File: config.mk
export PLATFORM = sky130hd
export DESIGN_NAME = qr_cycle_ctrl
export DESIGN_NICKNAME = d
export VERILOG_FILES = /design/src/rtl/qrc_pkg.sv /design/src/rtl/qrc_sat_cnt.sv /design/src/rtl/qrc_arm.sv /design/src/rtl/qrc_guard.sv /design/src/rtl/qr_cycle_ctrl.sv
export SDC_FILE = /design/constraint.sdc
export NUM_CORES = 1
export LEC_CHECK = 0
export BUFFER_PORTS_ARGS = -buffer_cell sky130_fd_sc_hd__buf_2
export CORE_MARGIN = 1
export CORE_UTILIZATION = 25
export CTS_CLUSTER_DIAMETER = 120
export DETAILED_ROUTE_END_ITERATION = 10
export GPL_TIMING_DRIVEN = 0
export PLACE_DENSITY_LB_ADDON = 0.1
export SLEW_MARGIN = 20
export SYNTH_ARGS = -nofsm -noshare
export SYNTH_HDL_FRONTEND = slang
export SYNTH_SLANG_ARGS = --single-unit
File: constraint.sdc
create_clock -name clk -period 1.9 [get_ports clk]
set_clock_uncertainty 0.2 [all_clocks]
set_input_delay 0.38 -clock clk [delete_from_list [all_inputs] [get_ports clk]]
set_output_delay 0.38 -clock clk [all_outputs]
set_load 0.03 [all_outputs]
File: src/rtl/qrc_pkg.sv
package qrc_pkg;

    typedef enum logic [1:0] {
        ST_OFF   = 2'd0,
        ST_ON    = 2'd1,
        ST_LATCH = 2'd2,
        ST_WAIT  = 2'd3
    } phase_e;

    typedef struct packed {
        logic fault;
        logic maxon;
    } trip_t;

    function automatic int cnt_w(input int lim);
        return (lim < 1) ? 1 : $clog2(lim + 1);
    endfunction

    function automatic int max2(input int a, input int b);
        return (a > b) ? a : b;
    endfunction

endpackage

File: src/rtl/qrc_sat_cnt.sv
module qrc_sat_cnt #(
    parameter int LIMIT      = 1,
    parameter bit START_FULL = 1'b0,
    localparam int W         = qrc_pkg::cnt_w(LIMIT)
) (
    input  logic         clk,
    input  logic         rst,
    input  logic         clr,
    input  logic         en,
    output logic [W-1:0] cnt
);
    localparam logic [W-1:0] LIM_V = W'(LIMIT);

    logic [W-1:0] rst_val;

    if (START_FULL) begin : g_full
        assign rst_val = LIM_V;
    end else begin : g_zero
        assign rst_val = '0;
    end

    always_ff @(posedge clk) begin
        if (rst)
            cnt <= rst_val;
        else if (clr)
            cnt <= '0;
        else if (en && (cnt != LIM_V))
            cnt <= cnt + 1'b1;
    end
endmodule

File: src/rtl/qrc_arm.sv
module qrc_arm #(
    parameter int T_BLANK   = 4,
    parameter int T_VALLEY  = 3,
    parameter int T_NODEMAG = 40
) (
    input  logic clk,
    input  logic rst,
    input  logic in_off,
    input  logic start_on,
    input  logic demag_i,
    output logic ready
);
    localparam int OLIM = T_NODEMAG - 1;
    localparam int VLIM = T_VALLEY - 1;
    localparam int OW   = qrc_pkg::cnt_w(OLIM);
    localparam int VW   = qrc_pkg::cnt_w(VLIM);
    localparam logic [OW-1:0] OEND   = OW'(OLIM);
    localparam logic [OW-1:0] BLANKV = OW'(T_BLANK);
    localparam logic [VW-1:0] VEND   = VW'(VLIM);

    logic [OW-1:0] off_cnt;
    logic [VW-1:0] val_cnt;
    logic          seen_q;
    logic          blanked;
    logic          wd_fire;
    logic          accept;

    // off-time counter: held at zero outside the off phase
    qrc_sat_cnt #(.LIMIT(OLIM), .START_FULL(1'b0)) u_off_cnt (
        .clk(clk), .rst(rst), .clr(!in_off), .en(1'b1), .cnt(off_cnt)
    );

    assign blanked = (off_cnt < BLANKV);
    assign wd_fire = (off_cnt == OEND);
    assign accept  = in_off && !seen_q && ((demag_i && !blanked) || wd_fire);

    always_ff @(posedge clk) begin
        if (rst)
            seen_q <= 1'b0;
        else if (start_on)
            seen_q <= 1'b0;
        else if (accept)
            seen_q <= 1'b1;
    end

    // valley delay counter, restarted at each accepted detect
    qrc_sat_cnt #(.LIMIT(VLIM), .START_FULL(1'b0)) u_val_cnt (
        .clk(clk), .rst(rst), .clr(accept), .en(seen_q), .cnt(val_cnt)
    );

    assign ready = seen_q && (val_cnt == VEND);

    assert_valley_R4: assert property (@(posedge clk) disable iff (rst)
        (start_on && in_off) |-> (seen_q && (val_cnt == VEND)));

    assert_on_ignore_R5: assert property (@(posedge clk) disable iff (rst)
        (!in_off && !start_on) |=> $stable(seen_q));

    assert_blank_R5: assert property (@(posedge clk) disable iff (rst)
        (in_off && blanked && !wd_fire && !seen_q) |=> !seen_q);

    assert_wdog_R6: assert property (@(posedge clk) disable iff (rst)
        (in_off && wd_fire && !seen_q) |=> seen_q);
endmodule

File: src/rtl/qrc_guard.sv
module qrc_guard
    import qrc_pkg::*;
#(
    parameter int T_MAXON = 12,
    parameter int T_FAULT = 10
) (
    input  logic   clk,
    input  logic   rst,
    input  phase_e st,
    input  logic   start_on,
    input  logic   fault_i,
    output trip_t  trip
);
    localparam int NLIM = T_MAXON - 1;
    localparam int FLIM = T_FAULT - 1;
    localparam int NW   = cnt_w(NLIM);
    localparam int FW   = cnt_w(FLIM);
    localparam logic [NW-1:0] NEND = NW'(NLIM);
    localparam logic [FW-1:0] FEND = FW'(FLIM);

    logic [NW-1:0] on_cnt;
    logic [FW-1:0] flt_cnt;
    logic          active;

    assign active = (st == ST_ON) || (st == ST_OFF);

    qrc_sat_cnt #(.LIMIT(NLIM), .START_FULL(1'b0)) u_on_cnt (
        .clk(clk), .rst(rst), .clr(start_on), .en(st == ST_ON), .cnt(on_cnt)
    );

    // fault timer: any low sample or inactive phase restarts it
    qrc_sat_cnt #(.LIMIT(FLIM), .START_FULL(1'b0)) u_flt_cnt (
        .clk(clk), .rst(rst), .clr(!fault_i || !active), .en(1'b1), .cnt(flt_cnt)
    );

    assign trip.maxon = (st == ST_ON) && (on_cnt == NEND);
    assign trip.fault = active && fault_i && (flt_cnt == FEND);

    assert_fault_needs_run_R8: assert property (@(posedge clk) disable iff (rst)
        !fault_i |=> !trip.fault);
endmodule

File: src/rtl/qr_cycle_ctrl.sv
module qr_cycle_ctrl
    import qrc_pkg::*;
#(
    parameter int T_MINPER  = 1600,
    parameter int T_VALLEY  = 40,
    parameter int T_BLANK   = 60,
    parameter int T_NODEMAG = 4000,
    parameter int T_MAXON   = 10000,
    parameter int T_FAULT   = 20000000,
    parameter int T_LATCH   = 2000000,
    parameter int T_RESTART = 200000
) (
    input  logic clk,
    input  logic rst,
    input  logic demag_i,
    input  logic ilim_i,
    input  logic fault_i,
    output logic gate_o
);
    localparam int MLIM = T_MINPER - 1;
    localparam int MW   = cnt_w(MLIM);
    localparam logic [MW-1:0] MEND = MW'(MLIM);
    localparam int HMAX = max2(T_LATCH, T_RESTART) - 1;
    localparam int HW   = cnt_w(HMAX);
    localparam logic [HW-1:0] HSAT      = HW'(HMAX);
    localparam logic [HW-1:0] LATCH_END = HW'(T_LATCH - 1);
    localparam logic [HW-1:0] WAIT_END  = HW'(T_RESTART - 1);

    phase_e        state_q, state_d;
    logic          start_on;
    logic          arm_ready;
    logic          mp_done;
    logic [MW-1:0] mp_cnt;
    logic [HW-1:0] hold_q;
    trip_t         trip;

    // minimum period clamp: restarted at every turn-on
    qrc_sat_cnt #(.LIMIT(MLIM), .START_FULL(1'b1)) u_mp_cnt (
        .clk(clk), .rst(rst), .clr(start_on), .en(1'b1), .cnt(mp_cnt)
    );
    assign mp_done = (mp_cnt == MEND);

    qrc_arm #(.T_BLANK(T_BLANK), .T_VALLEY(T_VALLEY), .T_NODEMAG(T_NODEMAG)) u_arm (
        .clk(clk), .rst(rst), .in_off(state_q == ST_OFF), .start_on(start_on),
        .demag_i(demag_i), .ready(arm_ready)
    );

    qrc_guard #(.T_MAXON(T_MAXON), .T_FAULT(T_FAULT)) u_guard (
        .clk(clk), .rst(rst), .st(state_q), .start_on(start_on),
        .fault_i(fault_i), .trip(trip)
    );

    always_comb begin
        state_d = state_q;
        unique case (state_q)
            ST_OFF: begin
                if (trip.fault)
                    state_d = ST_LATCH;
                else if (arm_ready && mp_done)
                    state_d = ST_ON;
            end
            ST_ON: begin
                if (trip.fault)
                    state_d = ST_LATCH;
                else if (ilim_i)
                    state_d = ST_OFF;
                else if (trip.maxon)
                    state_d = ST_LATCH;
            end
            ST_LATCH: if (hold_q == LATCH_END) state_d = ST_WAIT;
            ST_WAIT:  if (hold_q == WAIT_END)  state_d = ST_ON;
            default:  state_d = ST_WAIT;
        endcase
    end

    assign start_on = (state_d == ST_ON) && (state_q != ST_ON);

    always_ff @(posedge clk) begin
        if (rst) begin
            state_q <= ST_WAIT;
            hold_q  <= '0;
        end else begin
            state_q <= state_d;
            if (state_d != state_q)
                hold_q <= '0;
            else if (hold_q != HSAT)
                hold_q <= hold_q + 1'b1;
        end
    end

    assign gate_o = (state_q == ST_ON);

    assert_minper_R2: assert property (@(posedge clk) disable iff (rst)
        ($rose(gate_o) && ($past(state_q) == ST_OFF)) |-> $past(mp_done));

    assert_ilim_off_R3: assert property (@(posedge clk) disable iff (rst)
        (gate_o && ilim_i) |=> !gate_o);

    assert_maxon_R7: assert property (@(posedge clk) disable iff (rst)
        (gate_o && trip.maxon && !ilim_i) |=> (state_q == ST_LATCH));

    assert_fault_R8: assert property (@(posedge clk) disable iff (rst)
        trip.fault |=> (state_q == ST_LATCH));

    assert_latch_seq_R9: assert property (@(posedge clk) disable iff (rst)
        (state_q == ST_LATCH) |=> (state_q == ST_LATCH || state_q == ST_WAIT));

    assert_wait_seq_R9: assert property (@(posedge clk) disable iff (rst)
        (state_q == ST_WAIT) |=> (state_q == ST_WAIT || state_q == ST_ON));
endmodule

==> metrics, run 1 <==
status finished with violations; failing checks setup timing; TNS Setup -9.71 ns; Post-Syn Area 4530 um^2; Worst slew margin 47.6%; Core ar. 17500 um^2; Syn-to-layout area delta 44.3%; Max Cap Viol 0; synth top area cells dfxtp_1 (41%), xor2_1 (5.4%), nor2_1 (5.1%), xnor2_1 (4.1%), nand4_1 (3.9%); CP Class flop to flop; Syn Nets 532; EDFF count, synth 0; count of final hold-check violations 0; final worst setup slack -0.190 ns; min Tclk post-route around 2.1 ns; Distinct cells, synth 56; # DRC 0; syn_area_per_cell 8.69 um^2; fin crit share 110%; worst vdd ir 0.665 mV; Iteration-0 DRC Markers 135; top_reg_cell synth dfxtp_1; static leakage 2.17 nW; Vias 4147; GRT Residual Overflow 0; Hold Path Class input pin to flop; row cnt 48; Tot Pwr 4.65 mW; DIE AREA 18700 um^2; clock-pin slew on the worst setup and hold paths 0.07 ns; max-slew violation count 0; First-pass DRT Iterations 4; multi-input logic area between 3000 and 4000 um^2; area occupied by registers 1950 um^2; initial antenna violation count 1; post-synth top area cell dfxtp_1; most frequent cells in the layout nor2_1 (53), buf_4 (48), dfxtp_1 (42); nature of the critical path endpoint flop; largest net degree at the start of global routing 15; CTS tree done; I/O Pins 6; initial core utilization about a quarter; fmax 0.478 GHz; Die Wd 137 um; Num CTS Buffers 9; clk sinks around 90; Post-Synthesis Cells roughly 520; Final ANT Viol Nets 0; Syn. warnings 0; synthesis-stage register bit count 92; first-pass GRT wire length 20000 um; Placer Congestion 0.785; Layout Nets ~600; Crit path arrival time between 2 and 2.5 ns; Max H-tree Level 3; final setup fails 68; Pwr Density 712 nW/um^2; leading cell type in the layout, fill and taps excluded nor2_1; vias in the first global route a little over 4k; CP required 1.92 ns; slew at the pin closest to its max-slew limit ~0.79 ns; drt total wl ~12000 um; gr usage total 13.9%; routed len/inst around 15 um; CP max FO 5; Longest Clk Path Bufs 2; port bufs 5; CP Launch Type flop; root buf cell clkbuf_16; post-synthesis async set-or-reset flop share 0%; Fillers around 1.7k; clk_lat worst skew 0.35 ns; Post-DP HPWL 7620 um; Avg Vias per Cell 5.03; post-synthesis sequential area ratio 40.7%; die height 137 um; layout cells sized above 1 a little over two fifths; RSZ-0062 raised after global routing true; share of the synthesized area in the top cell type 40.7%
[final timing paths]
check	startpoint	endpoint	slack, ns	cells after the start
hold reg to reg	u_guard.u_flt_cnt.cnt[6]	u_guard.u_flt_cnt.cnt[6]	0.27	2
setup reg to reg	u_guard.u_on_cnt.cnt[4]	hold_q[17]	-0.19	6
hold / removal	rst	u_guard.u_on_cnt.cnt[0]	0.11	2
setup / recovery	u_guard.u_on_cnt.cnt[4]	hold_q[17]	-0.19	6
[kinds of logic after synthesis]
kind of cell / share of synthesized area [%]
AND/OR/NAND/NOR: 31.9
flip-flops: 40.7
AO/OA/AOI/OAI: 12.7
XOR/XNOR: 9.48
buffers and inverters: 2.27
multiplexers: 1.33
adder cells (fa/ha/maj): 1.66
[sequential cells by signal (all words and copies together), names as in the netlist]
| register | cells |
|---|---|
| u_arm.u_val_cnt.cnt | 6 |
| state_q | 2 |
| u_guard.u_on_cnt.cnt | 14 |
| u_mp_cnt.cnt | 11 |
| u_guard.u_flt_cnt.cnt | 25 |
| u_arm.seen_q | 1 |
| u_arm.u_off_cnt.cnt | 12 |
| hold_q | 21 |
[power breakdown]
part           total (mW)  switching, mW  internal (mW)  leakage (nW)
combinational       0.721          0.353          0.368          1.25
sequential           2.06         0.0791           1.98         0.770
clock                1.87          0.779           1.09         0.149
total                4.65           1.21           3.44          2.17
[metrics by stage]
stage          instances  util, %  cell area [um^2]  hold WS, ns  worst slack [ns]
6_report             824     37.4              6530        0.112            -0.190
5_1_grt              823     37.4              6530        0.106            -0.264
4_1_cts              810     35.3              6170       0.0948            -0.188
3_5_place_dp         751     28.7              5010        0.267            -0.545
3_3_place_gp         751     28.7              5010        0.265            -0.514
2_1_floorplan        521        -              4700        0.246           -0.0910
[metal layers]
| metal | track usage [%] | vias up | part of all wire (%) |
|---|---|---|---|
| met5 | 0 | - | 0 |
| met4 | 6.11 | 0 | 1.6 |
| met2 | 23.5 | 44 | 49 |
| met1 | 16.2 | 2015 | 46 |
| li1 | - | 2074 | - |
| met3 | 3.70 | 14 | 3.4 |
[layout make-up]
cell class | instances | area share [%]
sequential | 92 | 29.9
clock inverter | 4 | 0.728
timing repair buffer | 63 | 8.27
inverter | 5 | 0.287
multi-input combinational | 407 | 50.5
antenna | 1 | 0.0383
tap | 225 | 4.31
clock buffer | 12 | 3.93
buffer | 15 | 2.05
[synth_stat cells, types with 7 or more instances]
library cell	instances
clkbuf_1	8
dfxtp_1	92
nor3_1	22
or4_1	13
nand2_1	38
xor2_1	28
o21ai_0	23
or3_1	17
xnor2_1	21
buf_2	7
nand2b_1	7
a211oi_1	9
nand4_1	28
and3_1	15
nor2_1	61
a21oi_1	26
o31ai_1	12
nand3_1	23
[worst max-delay path, cell delays in order (launching register included)]
cell and delay [ns]:
dfxtp_4 0.35, or4b_4 0.58, nor4_4 0.23, o21ai_1 0.20, o2111ai_4 0.16, buf_6 0.20
a211oi_2 0.04
[what timing repair did]
action | in CTS | in global routing
hold buffers | 0 | 0
endpoints found under the setup margin | 80 | 81
setup buffers | 40 | 13
pin swaps | 46 | 32
gates cloned | 4 | 1
gates resized for setup | 137 | 66
No activity file was read; power rests on OpenSTA's default activity.
==> inputs of run 2 (changes only) <==
--- a/config.mk
+++ b/config.mk
@@ -12,5 +12,5 @@
 export DETAILED_ROUTE_END_ITERATION = 10
 export GPL_TIMING_DRIVEN = 0
-export PLACE_DENSITY_LB_ADDON = 0.1
+export REMOVE_ABC_BUFFERS = 1
 export SLEW_MARGIN = 20
 export SYNTH_ARGS = -nofsm -noshare
==> constraint.sdc (replaced) <==
create_clock -name clk -period 1.9 [get_ports clk]
set_clock_uncertainty 0.2 [all_clocks]
set_input_delay 0.095 -clock clk [delete_from_list [all_inputs] [get_ports clk]]
set_output_delay 0.095 -clock clk [all_outputs]
set_load 0.03 [all_outputs]
==> metrics, run 2 (synthesis results as in run 1) <==
Final ANT Viol Nets 0 (unchanged); most frequent cells in the layout buf_4 (50), nor2_1 (47), dfxtp_1 (37); failing checks setup timing; Syn-to-layout area delta 49.4%; final setup fails 66 (-2.9%); vias in the first global route 4036 (-0.050%); CP Class flop to flop; Layout Nets 608 (+0.66%); Longest Clk Path Bufs 2 (unchanged); CP Launch Type flop; Num CTS Buffers 9 (unchanged); Largest register FFs 25 (unchanged); port bufs 5 (unchanged); routed len/inst 14.5 um (-3.1%); clk sinks 92 (unchanged); largest net degree at the start of global routing 24 (+9); Max H-tree Level 3 (unchanged); min Tclk post-route 2.10 ns (+0.00936 ns); clock-pin slew on the worst setup and hold paths 0.06 ns (about the same); static leakage 2.26 nW (+4.0%); most used cell, CP buf_6; DIE AREA 18700 um^2 (unchanged); Die Wd 137 um (unchanged); # DRC 0 (unchanged); drt total wl 12000 um (-2.8%); gr usage total 12.9% (-0.97 points); Iteration-0 DRC Markers 188 (+39%); CP Buf/Inv Count 3 (+2); root buf cell clkbuf_16; ant diodes 0 (-1); row cnt 48 (unchanged); worst vdd ir 0.497 mV (-25%); count of final hold-check violations 0 (unchanged); first-pass GRT wire length 19400 um (-3.0%); initial core utilization 25.9% (unchanged); r2r setup slk -0.20 ns (about the same); CP max FO 8 (+3); Worst slew margin 47.2% (-0.33 points); max-slew violation count 0 (unchanged); Crit path arrival time 2.16 ns (+0.05 ns); CP top delay family compound AO/OA/AOI/OAI gates; Post-DP HPWL 6220 um (-18%); met3 Usage GRT 2.19% (-1.5 points); largest register by flop count u_guard.u_flt_cnt.cnt; Pwr Density 682 nW/um^2 (-4.3%); Critical Path Max Stage Delay 0.36 ns (-0.22 ns); global routing's busiest layer met2; routing usage on met1 16.3% (+0.052 points); First-pass DRT Iterations 4 (unchanged); Core ar. 17500 um^2 (unchanged); CTS tree done; Placer Congestion 0.749 (-4.6%); Fillers 1628 (-5.5%); biggest registers after layout u_guard.u_flt_cnt.cnt (25), hold_q (21), u_guard.u_on_cnt.cnt (14); final worst setup slack -0.200 ns (-0.00936 ns); Final Util 38.7% (+1.3 points); Global Route met2 Usage 21.9% (-1.7 points); layout cells sized above 1 46.5% (+4.2 points); Avg Vias per Cell 5.07 (+0.65%); Vias 4189 (+1.0%); crit-path cells nor4_4, nand4_1, buf_6, o41ai_4, buf_6, a21oi_4, buf_12, a31oi_1; post-route cell area 6770 um^2 (+3.5%); status finished with violations; die height 137 um (unchanged); RSZ-0062 raised after global routing true; leading cell type in the layout, fill and taps excluded buf_4; CP required 1.96 ns (+0.04 ns); fin crit share 111% (+0.49 points); Hold Path Class input pin to flop; clk_lat worst skew 0.34 ns (about the same); nature of the critical path endpoint flop; Max Cap Viol 0 (unchanged); dpl cell area 4800 um^2 (-4.2%); initial antenna violation count 0 (-1); fmax 0.476 GHz (-0.45%); worst slack, placed -0.783 ns (-0.238 ns); GRT Residual Overflow 0 (unchanged); I/O Pins 6 (unchanged); slew at the pin closest to its max-slew limit 0.790 ns (+0.00412 ns); slowest library cell on the worst path dfxtp_4
run 2: changes by cell type in the layout (fill, tap and decap cells not counted), sizes merged, moves of 2 or more:
cell and delta:
clkinv -2, clkbuf -4, o21ai +2, buf +6
run 2: report_power, final:
| group | switching (mW) | total [mW] | internal [mW] |
|---|---|---|---|
| clock | 0.735 | 1.83 | 1.09 |
| sequential | 0.0831 | 2.07 | 1.99 |
| combinational | 0.360 | 0.714 | 0.354 |
run 2: through the flow:
stage / hold WS, ns / setup TNS (ns) / instances / power, mW
finish: 0.0427 / -7.49 / 827 / 4.61
global route: 0.0545 / -12.71 / 827 / 4.81
CTS: 0.0243 / -6.14 / 814 / 4.55
detailed placement: 0.232 / -41.14 / 736 / 2.50
global placement: 0.226 / -74.71 / 734 / 2.49
floorplan: 0.0561 / -30.83 / 504 / 2.42
run 2: metal layers:
layer | up-vias | share of wire, %
li1 | 2082 | -
met1 | 2041 | 46
met2 | 53 | 50
met3 | 13 | 2.4
met4 | 0 | 1.7
met5 | - | 0
run 2: worst register-to-register path, delay by kind of cell, from the launching register on:
kind / cells / cell delay [ns]
AO/OA/AOI/OAI: 3 / 0.53
buffers and inverters: 3 / 0.48
AND/OR/NAND/NOR: 2 / 0.45
flip-flops: 1 / 0.36
run 2: final cells by class:
cell class              instances  area [um^2]  share of cell area (%)
multi-input cells             409         3450                    51.0
flip-flops and latches         92         1960                    29.0
repair buffers                 80          744                    11.0
well taps                     225          282                    4.16
clock buffers                  13          260                    3.85
clock inverters                 3         45.0                   0.666
inverters                       5         18.8                   0.277
run 2: final timing paths:
check	startpoint	endpoint	cells after the start
min reg2reg	u_guard.u_flt_cnt.cnt[6]	u_guard.u_flt_cnt.cnt[6]	2
min	ilim_i	state_q[0]	5
max	u_guard.u_flt_cnt.cnt[18]	u_mp_cnt.cnt[1]	8
max reg2reg	u_guard.u_flt_cnt.cnt[18]	u_mp_cnt.cnt[1]	8
run 2: what timing repair did:
action,in CTS,in global routing
pin swaps,78,41
setup endpoints to repair,82,83
gates cloned,4,0
hold endpoints to repair,3,0
resized for setup,168,100
buffers inserted,57,15
hold buffers,1,0
==> inputs of run 3 (changes only) <==
clock period = 2.4 ns   (was 1.9 ns; I/O delays follow)
==> metrics, run 3 (synthesis results as in run 1) <==
Post-DP HPWL 6220 um (unchanged); final worst setup slack 0.133 ns (+0.332 ns); First-pass DRT Iterations 4 (unchanged); fin crit share 94.5% (-16 points); Fillers 1798 (+10%); met3 Usage GRT 2.22% (+0.037 points); Max H-tree Level 3 (unchanged); routing usage on met1 14.5% (-1.7 points); Placer Congestion 0.749 (unchanged); CP max FO 16 (+8); drt total wl 9400 um (-21%); ant diodes 0 (unchanged); die height 137 um (unchanged); I/O Pins 6 (unchanged); dpl cell area 4800 um^2 (unchanged); Vias 3749 (-11%); layout cells sized above 1 10.9% (-36 points); first-pass GRT wire length 16400 um (-15%); Avg Vias per Cell 4.90 (-3.3%); Die Wd 137 um (unchanged); # DRC 0 (unchanged); row cnt 48 (unchanged); root buf cell clkbuf_16; CP Launch Type flop; CTS tree done; Tot Pwr 3.41 mW (-26%); most frequent cells in the layout dfxtp_1 (92), nor2_1 (61), nand2_1 (38); TNS Setup 0 ns (+7.49 ns); post-route cell area 5350 um^2 (-21%); Max Cap Viol 0 (unchanged); CP required 2.42 ns (+0.46 ns); Worst slew margin 56.7% (+9.4 points); area occupied by registers 1840 um^2 (-6.2%); Largest register FFs 25 (unchanged); vias in the first global route 3469 (-14%); Layout Nets 546 (-10%); routed len/inst 12.3 um (-15%); CP Class flop to flop; count of final hold-check violations 0 (unchanged); biggest registers after layout u_guard.u_flt_cnt.cnt (25), hold_q (21), u_guard.u_on_cnt.cnt (14); Pwr Density 637 nW/um^2 (-6.5%); static leakage 1.77 nW (-22%); global routing's busiest layer met2; largest net degree at the start of global routing 24 (unchanged); worst slack, placed -0.283 ns (+0.500 ns); nature of the critical path endpoint flop; clk_lat worst skew 0.34 ns (about the same); hold slack 0.0268 ns (-0.0159 ns); largest register by flop count u_guard.u_flt_cnt.cnt; initial antenna violation count 0 (unchanged); slew at the pin closest to its max-slew limit 0.648 ns (-0.142 ns); clock-pin slew on the worst setup and hold paths 0.06 ns (about the same); DIE AREA 18700 um^2 (unchanged); Syn-to-layout area delta 18.2%; multi-input logic area 2750 um^2 (-20%); worst vdd ir 0.338 mV (-32%); gr usage total 10.8% (-2.0 points); port bufs 5 (unchanged); Longest Clk Path Bufs 2 (unchanged); Hold Path Class input pin to flop; leading cell type in the layout, fill and taps excluded dfxtp_1; initial core utilization 25.9% (unchanged); Num CTS Buffers 9 (unchanged); Crit path arrival time 2.28 ns (+0.12 ns); min Tclk post-route 2.27 ns (+0.168 ns); Final ANT Viol Nets 0 (unchanged); Core ar. 17500 um^2 (unchanged); clk sinks 92 (unchanged); max-slew violation count 0 (unchanged); status finished, final reports clean; fmax 0.441 GHz (-7.4%); GRT Residual Overflow 0 (unchanged); Global Route met2 Usage 16.9% (-4.9 points); final setup fails 0 (-100%); Iteration-0 DRC Markers 275 (+46%)
run 3: cell types whose count changed in the layout (fill, tap and decap cells not counted), moves of 15 or more:
cell	previous run	this run
dfxtp_1	37	92
buf_4	50	10
dfxtp_2	34	0
dfxtp_4	21	0
a21oi_1	10	26
a21oi_2	15	0
run 3: final timing paths:
| path | from | end | slack (ns) | depth (start not counted) |
|---|---|---|---|---|
| worst min-delay path | ilim_i | hold_q[0] | 0.03 | 4 |
| worst min register to register | u_guard.u_flt_cnt.cnt[1] | u_guard.u_flt_cnt.cnt[1] | 0.28 | 2 |
| worst max-delay path | u_guard.u_on_cnt.cnt[4] | hold_q[17] | 0.13 | 6 |
| worst max register to register | u_guard.u_on_cnt.cnt[4] | hold_q[17] | 0.13 | 6 |
run 3: area by class of cell:
cell class	instances	share of cell area [%]
well taps	225	5.26
inverters	5	0.351
multi-input cells	408	51.4
repair buffers	19	2.85
flip-flops and latches	92	34.4
clock buffers	13	4.86
clock inverters	3	0.842
run 3: critical path: stages, from the launching register on:
cell       delay [ns]
dfxtp_1          0.35
or4b_1           0.66
nor4_4           0.33
o21ai_1          0.17
o2111ai_4        0.15
buf_6            0.21
a211oi_1         0.06
run 3: per-stage QoR:
step / utilization [%] / cells
after floorplan: - / 504
after global placement: 27.2 / 734
after detailed placement: 27.5 / 736
after CTS: 30.0 / 762
after global routing: 30.6 / 765
final: 30.6 / 765
run 3: where the power goes:
part	switching, mW	internal [mW]
Combinational	0.190	0.155
Sequential	0.0482	1.58
Clock	0.573	0.865
Total	0.811	2.60
run 3: routing by layer:
layer / vias up / routed length [um]
met5: - / 0
met4: 0 / 124
met3: 9 / 219
met2: 33 / 4180
met1: 1744 / 4880
li1: 1963 / -
run 3: repair_timing:
item,4_1_cts,5_1_grt
pin swaps,5,4
setup buffers,9,2
hold buffers,1,0
hold endpoints to repair,3,0
cloned,0,1
setup endpoints to repair,54,67
gates resized for setup,6,13
